$ cat src/rtl/dslot_branch_pkg.sv
package dslot_branch_pkg;

  typedef enum logic [1:0] {
    SEL_SEQ    = 2'd0,
    SEL_HOLD   = 2'd1,
    SEL_TARGET = 2'd2
  } pcSel_e;

  typedef enum logic [1:0] {
    ST_IDLE  = 2'd0,
    ST_SLOT  = 2'd1,
    ST_WAIT1 = 2'd2,
    ST_WAIT2 = 2'd3
  } brState_e;

  typedef struct packed {
    logic hold;
    logic useTarget;
  } pcCtl_t;

endpackage

$ cat src/rtl/dslot_branch_fsm.sv
module dslot_branch_fsm
  import dslot_branch_pkg::*;
(
  input  logic   clk,
  input  logic   rst,
  input  logic   brValid,
  input  logic   brLikely,
  input  logic   brPredTaken,
  input  logic   resValid,
  input  logic   resTaken,
  output pcCtl_t ctl,
  output pcSel_e sel,
  output logic   stall,
  output logic   slotKill,
  output logic   slotIllegal
);

  brState_e stateQ, stateD;
  logic     likelyQ, predQ;

  always_ff @(posedge clk) begin
    if (rst) begin
      stateQ  <= ST_IDLE;
      likelyQ <= 1'b0;
      predQ   <= 1'b0;
    end else begin
      stateQ <= stateD;
      if (stateQ == ST_IDLE && brValid) begin
        likelyQ <= brLikely;
        predQ   <= brPredTaken;
      end
    end
  end

  always_comb begin
    stateD      = stateQ;
    sel         = SEL_SEQ;
    stall       = 1'b0;
    slotKill    = 1'b0;
    slotIllegal = 1'b0;
    unique case (stateQ)
      ST_IDLE: begin
        if (brValid) stateD = ST_SLOT;
      end
      ST_SLOT: begin
        sel         = SEL_HOLD;
        slotIllegal = brValid;
        stateD      = ST_WAIT1;
      end
      ST_WAIT1: begin
        stall  = 1'b1;
        sel    = SEL_HOLD;
        stateD = ST_WAIT2;
      end
      ST_WAIT2: begin
        stall = 1'b1;
        if (resValid) begin
          sel      = resTaken ? SEL_TARGET : SEL_SEQ;
          slotKill = likelyQ && (resTaken != predQ);
          stateD   = ST_IDLE;
        end else begin
          sel = SEL_HOLD;
        end
      end
      default: stateD = ST_IDLE;
    endcase
  end

  assign ctl.hold      = (sel == SEL_HOLD);
  assign ctl.useTarget = (sel == SEL_TARGET);

  AST_KILL_IN_STALL: assert property (@(posedge clk) disable iff (rst)
    slotKill |-> (stall && resValid)) else $error("kill outside resolve");
  AST_ORDINARY_NO_KILL: assert property (@(posedge clk) disable iff (rst)
    (stateQ == ST_SLOT && !likelyQ) |=> !slotKill ##1 !slotKill ##1 !slotKill)
    else $error("ordinary branch killed slot");
  AST_SLOT_THEN_STALL: assert property (@(posedge clk) disable iff (rst)
    (stateQ == ST_IDLE && brValid) |=> !stall ##1 stall ##1 stall)
    else $error("stall timing");
  AST_ILLEGAL_NO_STALL: assert property (@(posedge clk) disable iff (rst)
    slotIllegal |-> (!stall && sel == SEL_HOLD)) else $error("illegal flag");
  AST_WAIT_PERSIST: assert property (@(posedge clk) disable iff (rst)
    (stateQ == ST_WAIT2 && !resValid) |=> stall) else $error("wait dropped");

endmodule

$ cat src/rtl/dslot_branch_pcpath.sv
module dslot_branch_pcpath
  import dslot_branch_pkg::*;
#(
  parameter int unsigned             ADDR_W      = 32,
  parameter int unsigned             INSTR_BYTES = 4,
  parameter logic [ADDR_W-1:0]       RESET_VEC   = 32'h0000_1000
) (
  input  logic              clk,
  input  logic              rst,
  input  pcCtl_t            ctl,
  input  logic [ADDR_W-1:0] resTarget,
  output logic [ADDR_W-1:0] fetchPc
);

  localparam logic [ADDR_W-1:0] STEP = ADDR_W'(INSTR_BYTES);

  logic [ADDR_W-1:0] pcQ, pcInc, pcD;

  assign pcInc = pcQ + STEP;

  always_comb begin
    if (ctl.useTarget)  pcD = resTarget;
    else if (ctl.hold)  pcD = pcQ;
    else                pcD = pcInc;
  end

  always_ff @(posedge clk) begin
    if (rst) pcQ <= RESET_VEC;
    else     pcQ <= pcD;
  end

  assign fetchPc = pcQ;

  AST_HOLD_STABLE: assert property (@(posedge clk) disable iff (rst)
    ctl.hold |=> $stable(pcQ)) else $error("pc moved during hold");
  AST_TARGET_LOAD: assert property (@(posedge clk) disable iff (rst)
    ctl.useTarget |=> (pcQ == $past(resTarget))) else $error("target not loaded");

endmodule

$ cat src/rtl/dslot_branch_ctrl.sv
module dslot_branch_ctrl
  import dslot_branch_pkg::*;
#(
  parameter int unsigned       ADDR_W      = 32,
  parameter int unsigned       INSTR_BYTES = 4,
  parameter logic [ADDR_W-1:0] RESET_VEC   = 32'h0000_1000
) (
  input  logic              clk,
  input  logic              rst,
  input  logic              brValid,
  input  logic              brLikely,
  input  logic              brPredTaken,
  input  logic              resValid,
  input  logic              resTaken,
  input  logic [ADDR_W-1:0] resTarget,
  output logic [ADDR_W-1:0] fetchPc,
  output logic [1:0]        nextPcSel,
  output logic              stall,
  output logic              slotKill,
  output logic              slotIllegal
);

  pcCtl_t ctl;
  pcSel_e sel;

  dslot_branch_fsm uFsm (
    .clk         (clk),
    .rst         (rst),
    .brValid     (brValid),
    .brLikely    (brLikely),
    .brPredTaken (brPredTaken),
    .resValid    (resValid),
    .resTaken    (resTaken),
    .ctl         (ctl),
    .sel         (sel),
    .stall       (stall),
    .slotKill    (slotKill),
    .slotIllegal (slotIllegal)
  );

  dslot_branch_pcpath #(
    .ADDR_W      (ADDR_W),
    .INSTR_BYTES (INSTR_BYTES),
    .RESET_VEC   (RESET_VEC)
  ) uPath (
    .clk       (clk),
    .rst       (rst),
    .ctl       (ctl),
    .resTarget (resTarget),
    .fetchPc   (fetchPc)
  );

  assign nextPcSel = sel;

  AST_SEQ_STEP: assert property (@(posedge clk) disable iff (rst)
    (!stall && nextPcSel == 2'd0) |=> (fetchPc == $past(fetchPc) + ADDR_W'(INSTR_BYTES)))
    else $error("sequential step wrong");

endmodule

$ cat config.mk
export PLATFORM = sky130hd
export DESIGN_NAME = dslot_branch_ctrl
export DESIGN_NICKNAME = d
export VERILOG_FILES = /design/src/rtl/dslot_branch_pkg.sv /design/src/rtl/dslot_branch_fsm.sv /design/src/rtl/dslot_branch_pcpath.sv /design/src/rtl/dslot_branch_ctrl.sv
export SDC_FILE = /design/constraint.sdc
export NUM_CORES = 1
export LEC_CHECK = 0
export BUFFER_PORTS_ARGS = -buffer_cell sky130_fd_sc_hd__buf_2
export CAP_MARGIN = 15
export CORE_ASPECT_RATIO = 0.6
export CORE_UTILIZATION = 30
export DETAILED_ROUTE_END_ITERATION = 12
export GPL_ROUTABILITY_DRIVEN = 0
export GPL_TIMING_DRIVEN = 0
export PLACE_DENSITY = 0.53
export RECOVER_POWER = 50
export SETUP_SLACK_MARGIN = 0.3
export SLEW_MARGIN = 15
export SYNTH_ARGS = -nofsm -noshare
export SYNTH_HDL_FRONTEND = slang
export SYNTH_SLANG_ARGS = --single-unit
export TNS_END_PERCENT = 20
$ cat constraint.sdc
create_clock -name clk -period 2.6 [get_ports clk]
set_clock_uncertainty 0.1 [all_clocks]
set_input_delay 0.52 -clock clk [delete_from_list [all_inputs] [get_ports clk]]
set_output_delay 0.52 -clock clk [all_outputs]
set_load 0.02 [all_outputs]
# [Yosys cells after proc, flatten, opt, wreduce, memory -nomap -nowiden]
# Index checks and enable logic that the tools add are counted.
[classes] n_addsub=1 eq_ne=9 n_mux=12 reduce_logical=6
[ops] cell="32-bit 2-to-1 mux" count=2
[ops] cell="32-bit by 3-bit adder with 32-bit output (second input constant)" count=1
[ops] cell="2-bit 2-to-1 mux" count=4
[ops] cell="2-bit case mux with 4 select lines" count=1
[ops] cell="2-bit == test (second input constant)" count=3
[ops] cell="2-bit != test (second input constant)" count=3
[ops] cell="2-bit by 1-bit == test with 1-bit output (second input constant)" count=2
[ops] cell="1-bit 2-to-1 mux" count=4
[ops] cell="2-bit case mux with 2 select lines" count=1
[ops] cell="2-bit OR reduction" count=2
[ops] cell="1-bit logical AND" count=2
[ops] cell="2-bit logical NOT" count=1
[ops] cell="2-bit AND reduction" count=1
[ops] cell="1-bit != test" count=1
[word_totals] register_bits=36 input_bits=39 out_inout_bits=37 elab_cells=32

# [Depth between registers and ports, before layout]
# Gate-level depths: netlist (run 1).
[depth] ltp_word=6 ltp_mapped=9 ltp_nobuf=7

# [Modules after synthesis]
# From an unflattened synthesis (run 1), not the netlist that was laid out.
[unflattened] hier_cells=269 area_unflattened_um2=2213.4
[by_module_without_submodules] mod="dslot_branch_pcpath" n_inst=1 cells_each=231 area_per_inst_um2=1905.6 seq_area_each_um2=640.6
[by_module_without_submodules] mod="dslot_branch_fsm" n_inst=1 cells_each=38 area_per_inst_um2=307.8 seq_area_each_um2=80.1

# [Worst setup path before layout (run 1)]
# OpenSTA, ideal clock, no wires.
[synth_path] path_kind="register -> register" startpoint="reg uFsm.stateQ[0]" endpoint="reg uPath.pcQ[27] (netlist: uPath.fetchPc[27])" setup_ns=0.075 arrival_time_ns=1.962 required_time_ns=2.425 path_slack_ns=0.463 stages_incl_launch_ff=8 path_buffers=0 period_less_slack_ns=2.137 cell_sequence="dfxtp_1 inv_1 ha_1 a21boi_1 o21bai_2 nand2_2 or4_1 a31oi_1"
[synth_via] elab_chain_cells=5 elab_cells_between_ends=9 classes_between="6 x eq/ne; 2 x mux; 1 x reduce/logical"
[synth_rtl] element="from (decl)" line="dslot_branch_fsm.sv:18" text="brState_e stateQ, stateD;"
[synth_rtl] element="from (signal assigned)" line="dslot_branch_fsm.sv:27" text="stateQ <= stateD;"
[synth_rtl] element="2-bit by 1-bit == test with 1-bit output or 2-bit == test (tied branches)" line="dslot_branch_fsm.sv:41" text="unique case (stateQ)"
[synth_rtl] element="2-bit OR reduction (no line)"
[synth_rtl] element="2-bit case mux with 2 select lines *" line="dslot_branch_fsm.sv:41"
[synth_rtl] element="2-bit == test or 2-bit by 1-bit == test with 1-bit output (tied branches)" line="dslot_branch_fsm.sv:70, dslot_branch_fsm.sv:69"
[synth_rtl] element="2-bit != test (no line) or 32-bit 2-to-1 mux (tied branches)"
[synth_rtl] element="to (signal assigned)" line="dslot_branch_pcpath.sv:29" text="else pcQ <= pcD;"
[synth_rtl] element="to (decl)" line="dslot_branch_pcpath.sv:17" text="logic [ADDR_W-1:0] pcQ, pcInc, pcD;"
# Every way passes the cells marked *; elsewhere a longest branch is shown, timed or not.
# A chain may end at the register's enable or synchronous reset.

# [Worst setup path after layout (run 1)]
[layout_path] startpoint="reg uFsm.stateQ[0]" endpoint="reg uPath.pcQ[6] (netlist: uPath.fetchPc[6])"
# The elaborated chain is that of the path after synthesis.

==> results of run 1 <==
[Yosys cell counts (2+ instances only)]
| cell | n |
|---|---|
| or3_1 | 11 |
| a31oi_1 | 17 |
| a22o_1 | 2 |
| a22oi_1 | 4 |
| o31ai_1 | 5 |
| nand3_1 | 12 |
| and2_1 | 4 |
| a21oi_1 | 20 |
| nand2_1 | 38 |
| nor2_1 | 18 |
| nand4b_1 | 4 |
| ha_1 | 6 |
| inv_1 | 9 |
| nand4_2 | 2 |
| clkbuf_1 | 8 |
| buf_4 | 2 |
| nand3_2 | 3 |
| a211oi_1 | 4 |
| o21ai_0 | 6 |
| or4_1 | 3 |
| o21ai_1 | 20 |
| o32ai_1 | 2 |
| and3_1 | 3 |
| nor4_1 | 2 |
| nand2_2 | 2 |
| a41oi_1 | 6 |
| nor3_4 | 2 |
| nand4_1 | 12 |
| buf_2 | 6 |
| nor3_1 | 3 |
| dfxtp_1 | 36 |
[metal layers]
layer | track usage | vias to the layer above | share of wire
li1 | - | 1299 | -
met1 | 0.328 | 1244 | 0.53
met2 | 0.267 | 110 | 0.39
met3 | 0.0460 | 5 | 0.075
met4 | 0.0356 | 0 | 0.0050
met5 | 0 | - | 0
[placed cells by master (no fill, tap or decap), types with 3 or more instances in the layout]
cell type,instances
or3_1,11
o21ai_1,20
clkbuf_16,5
a21oi_1,20
inv_1,9
o21ai_0,6
a41oi_1,6
a31oi_1,17
nand3_2,3
buf_4,6
nand2_1,38
buf_2,46
and3_1,3
nand3_1,12
nor2_1,16
clkbuf_1,38
o31ai_1,5
dfxtp_1,36
clkbuf_4,4
a22oi_1,4
and2_1,4
or4_1,3
ha_1,6
a211oi_1,4
nor3_1,3
nand4_1,12
nand4b_1,4
[sequential cells by signal, indices dropped and copies added, names as in the netlist]
signal         cells
uFsm.predQ         1
uFsm.likelyQ       1
uPath.fetchPc     32
uFsm.stateQ        2
[worst max-delay path by stage]
stage | from | to | slack, ps | cells after the start
finish | uFsm.stateQ[0] | uPath.fetchPc[6] | 300 | 9
global route | uFsm.stateQ[0] | uPath.fetchPc[6] | 150 | 9
CTS | uFsm.stateQ[0] | uPath.fetchPc[27] | 270 | 7
detailed placement | uFsm.stateQ[0] | uPath.fetchPc[27] | 50 | 7
global placement | uFsm.stateQ[0] | uPath.fetchPc[27] | 30 | 7
floorplan | uFsm.stateQ[0] | uPath.fetchPc[27] | 460 | 7
[kinds of logic after synthesis]
group           count (synthesis)
simple gates                  130
compound gates                 96
fa+ha+maj                       6
mux                             1
flops                          36
buf+inv                        29
xor+xnor                        1
[worst min-delay path: stages (launching register included)]
cell and delay (ps):
dfxtp_1 310, nand2_1 50, a21oi_1 50
[repair_timing]
action | CTS | global route
endpoints found under the setup margin | 31 | 33
setup buffers | 2 | 0
resized for setup | 9 | 13
hold endpoints to repair | 0 | 0
pin swaps | 1 | 1
[where the power goes]
group          internal (mW)  switching [mW]
clock network          0.383           0.242
registers              0.594          0.0564
logic                  0.286           0.494
[per-stage QoR]
stage	std cells	util	area, µm²	hold WS, ps	power [mW]
5_1_grt	488	0.408	3030	389	2.16
3_5_place_dp	478	0.384	2850	347	1.35
6_report	488	0.408	3030	357	2.05
3_3_place_gp	478	0.384	2850	343	1.36
2_1_floorplan	299	-	2340	337	1.11
4_1_cts	488	0.409	3030	355	2.03
[layout make-up]
| type | instances | area, µm² |
|---|---|---|
| clock buffers | 8 | 146 |
| fillers | 804 | 4390 |
| flip-flops and latches | 36 | 721 |
| multi-input cells | 234 | 1510 |
| well taps | 104 | 130 |
| plain buffers | 20 | 141 |
| repair buffers | 77 | 350 |
| inverters | 9 | 33.8 |
==> impl_metrics.toml, run 1 <==
[setup_path]
crit_slowest_cell = "dfxtp_1"
rr_startpoint = "uFsm.stateQ[0]"
worst-r2r-setup-slack_ps = 300
worst-path-buf-inv = 3
r2r-end = "uPath.fetchPc[6]"
cp_slowest_stage_delay_ps = 400
crit_type = "reg2reg"
cp-end-kind = "flop"
cp_max_fo = 10
crit_chain = "inv_1 -> ha_1 -> nand4b_1 -> or2_4 -> clkbuf_2 -> clkbuf_4 -> a21oi_1 -> nor2_1 -> o21a_1"
crit_required_ps = 2680
crit_family = "buffers and inverters"
worstSetupStartpointType = "flop"
r2r_cells = 9
cp.arrival_ps = 2380

[logic_synthesis]
postSynthAreaPerCell_um2 = 7.84
synthCells = 299
synthSimpleGateAreaFrac = 0.326
ys_seq_elements = 36
ys_types = 58
async_flop_share = 0
seq_area_frac_synth = 0.308
synth_top_area_cell = "dfxtp_1"
synthAdderAreaFrac = 0.0320
yosys.area.top_type_share = 0.308
synth_edf_count = 0
yosys_warnings = 0
synth_ff_type = "dfxtp_1"
synthMuxAreaShare = 0.00427
synth_area_um2 = 2340
netlist_top_cells_area = "dfxtp_1 31%, nand2_1 6.1%, a31oi_1 4.5%"
synth_xor_area_frac = 0.00374
syn_nets = 344
synth_top_family_by_area = "simple AND/OR/NAND/NOR gates"
synth-compound-area-share = 0.261

[power_and_ir_drop]
p_leak_nw = 1.14
powerDensity_nw_per_um2 = 678
peakVddDrop_v = 0.000363

[sta]
worst_slew_pin_slew_ps = 582
setup_tns_ps = 0
setup_violations = 0
rsz0062_at_grt = "true"
fin_crit_sh = 0.886
layout_setup_ws_ps = 295
relSlewSlack = 0.612
layout_min_cycle_time_ps = 2300
fmax_ghz = 0.434
finalMaxSlewViolations = 0
hold_violations = 0

[min_path]
hp-start = "uFsm.likelyQ"
hold_end = "uFsm.likelyQ"
hold_depth = 2
hold_path.class = "reg2reg"

[placement]
dp_hpwl_um = 5900
dp_slack_ps = 52.9
io_buffers = 75

[floorplan]
initial_core_util = 0.316
die_x_um = 116
num_io_pins = 76
core-area_um2 = 7420
rows = 24
die-area_um2 = 8180
die_h_um = 70.5

[routing]
vias = 2658
wire_per_inst_um = 16.4
postRouteWirelength_um = 8020
dr.pass1.iters = 7
detail-route-antenna-nets = 0
drc = 0
drt_iter0_drc = 238
vias_per_cell = 5.45

[cells_and_area]
area_growth_pct = 29.3
diodes = 0
nNetsFinal = 428
layout-drive-gt1-share = 0.229

[clock_network]
hold_buffers = 0
clock_latency_ps = 280
clk_pin_slew_worst_paths_ps = 60
cts_made_buffers = 5
htreeDepth = 2
cts_sinks = 36
cts_tree = "done"
clock-root-buffer = "clkbuf_16"
clockBufferDepth = 2

[grt]
grt_pass1_wl_um = 12700
grt_max_degree = 11
grt_util_all_layers = 0.204
gr-total-overflow = 0
antenna_found_initial = 0
grt_pass1_vias = 2443

[status]
status = "complete, no violations"

[run]
drv_cap = 0
Power figures use the tool's default switching activity.
==> run 2, diff against run 1 <==
- BUFFER_PORTS_ARGS: -buffer_cell sky130_fd_sc_hd__buf_2 -> -buffer_cell sky130_fd_sc_hd__buf_4
==> impl_metrics.toml, run 2 (same netlist as run 1, synthesis figures left out) <==
[status]
status = "complete, no violations"

[sta]
setup_tns_ps = 0
layout_min_cycle_time_ps = 2280
fin_crit_sh = 0.878
layout_setup_ws_ps = 318
setup_violations = 0
fmax_ghz = 0.438
worst_slew_pin_slew_ps = 613
relSlewSlack = 0.591
hold_violations = 0
finalMaxSlewViolations = 0
rsz0062_at_grt = "false"

[floorplan]
core-area_um2 = 7420
rows = 24
die-area_um2 = 8180
num_io_pins = 76
die_h_um = 70.5
die_x_um = 116
initial_core_util = 0.316

[power_and_ir_drop]
p_sw_frac = 0.377
p_int_mw = 1.33
peakVddDrop_v = 0.000342
seq_power_share = 0.306
p_total_mw = 2.13
p_leak_nw = 1.19
combPwrFrac = 0.403
powerDensity_nw_per_um2 = 672
power.switching_mw = 0.804
p_clk_frac = 0.291

[routing]
dr.pass1.iters = 4
vias = 2630
drc = 0
wire_per_inst_um = 16.8
vias_per_cell = 5.38
detail-route-antenna-nets = 0
drt_iter0_drc = 146
postRouteWirelength_um = 8210

[clock_network]
cts_sinks = 36
clockBufferDepth = 2
hold_buffers = 0
clock-root-buffer = "clkbuf_16"
cts_tree = "done"
clock_latency_ps = 280
clk_pin_slew_worst_paths_ps = 60
htreeDepth = 2
cts_made_buffers = 5

[setup_path]
crit_type = "reg2out"
crit_required_ps = 1980
worstSetupStartpointType = "flop"
r2r_cells = 7
cp_max_fo = 5
cp-end-kind = "output port"
cp.arrival_ps = 1660

[min_path]
hold_path.class = "reg2reg"
hold_depth = 2

[cells_and_area]
diodes = 0
area_growth_pct = 35.4
final_cell_mix = "52 x buf_4, 38 x nand2_1, 35 x dfxtp_1"
layout-drive-gt1-share = 0.249
nNetsFinal = 429
largest_reg_flops = 32
layout_commonest_cell = "buf_4"
fill_cells = 819

[grt]
grt_max_degree = 12
grt_pass1_wl_um = 13300
antenna_found_initial = 0
grt_pass1_vias = 2515
gr-total-overflow = 0
grt_util_all_layers = 0.213

[run]
drv_cap = 0

[placement]
dp_slack_ps = 27.6
dp_hpwl_um = 6140
io_buffers = 75
[run 2: cell type report]
class | instances | area, µm² | share of cell area
multi-input cells | 234 | 1520 | 0.480
repair buffers | 78 | 469 | 0.148
inverters | 9 | 33.8 | 0.0106
plain buffers | 20 | 146 | 0.0461
clock inverters | 2 | 10.0 | 0.00315
clock buffers | 6 | 139 | 0.0438
flip-flops and latches | 36 | 722 | 0.228
well taps | 104 | 130 | 0.0410
[run 2: worst paths after layout]
path / startpoint / end / slack (ps)
hold / removal: uPath.fetchPc[0] / uPath.fetchPc[0] / 350
setup / recovery: uFsm.stateQ[1] / nextPcSel[0] / 320
hold reg to reg: uPath.fetchPc[0] / uPath.fetchPc[0] / 350
setup reg to reg: uPath.fetchPc[2] / uPath.fetchPc[30] / 350
[run 2: timing repair]
action | in CTS | in global routing
hold endpoints to repair | 0 | 0
setup endpoints to repair | 31 | 33
buffers inserted | 2 | 1
pin swaps | 1 | 0
gates resized for setup | 12 | 22
[run 2: stage by stage]
step	cells	util	instance area [µm²]	hold slack, ps
after global routing	489	0.428	3170	387
after global placement	478	0.409	3040	347
after floorplan	299	-	2340	337
after detailed placement	478	0.409	3040	347
after CTS	488	0.436	3240	355
final	489	0.428	3170	352
[run 2: worst max-delay path, stage by stage, from the launching register on]
cell and delay (ps):
dfxtp_1 370, ha_1 280, nor2b_1 410, nor2_1 70, nor2_1 100, buf_4 140
[run 2: power groups by stage]
| stage | combinational [mW] | clock (mW) | sequential (mW) |
|---|---|---|---|
| finish | 0.859 | 0.620 | 0.653 |
| global route | 0.932 | 0.670 | 0.658 |
| CTS | 0.822 | 0.635 | 0.651 |
| detailed placement | 0.744 | 0 | 0.662 |
| global placement | 0.741 | 0 | 0.663 |
| floorplan | 0.439 | 0 | 0.675 |
[run 2: routing by layer]
layer  GRT usage  wire, µm
met5           0         0
met4      0.0370        33
met3      0.0469       566
met2       0.289      3260
met1       0.335      4350
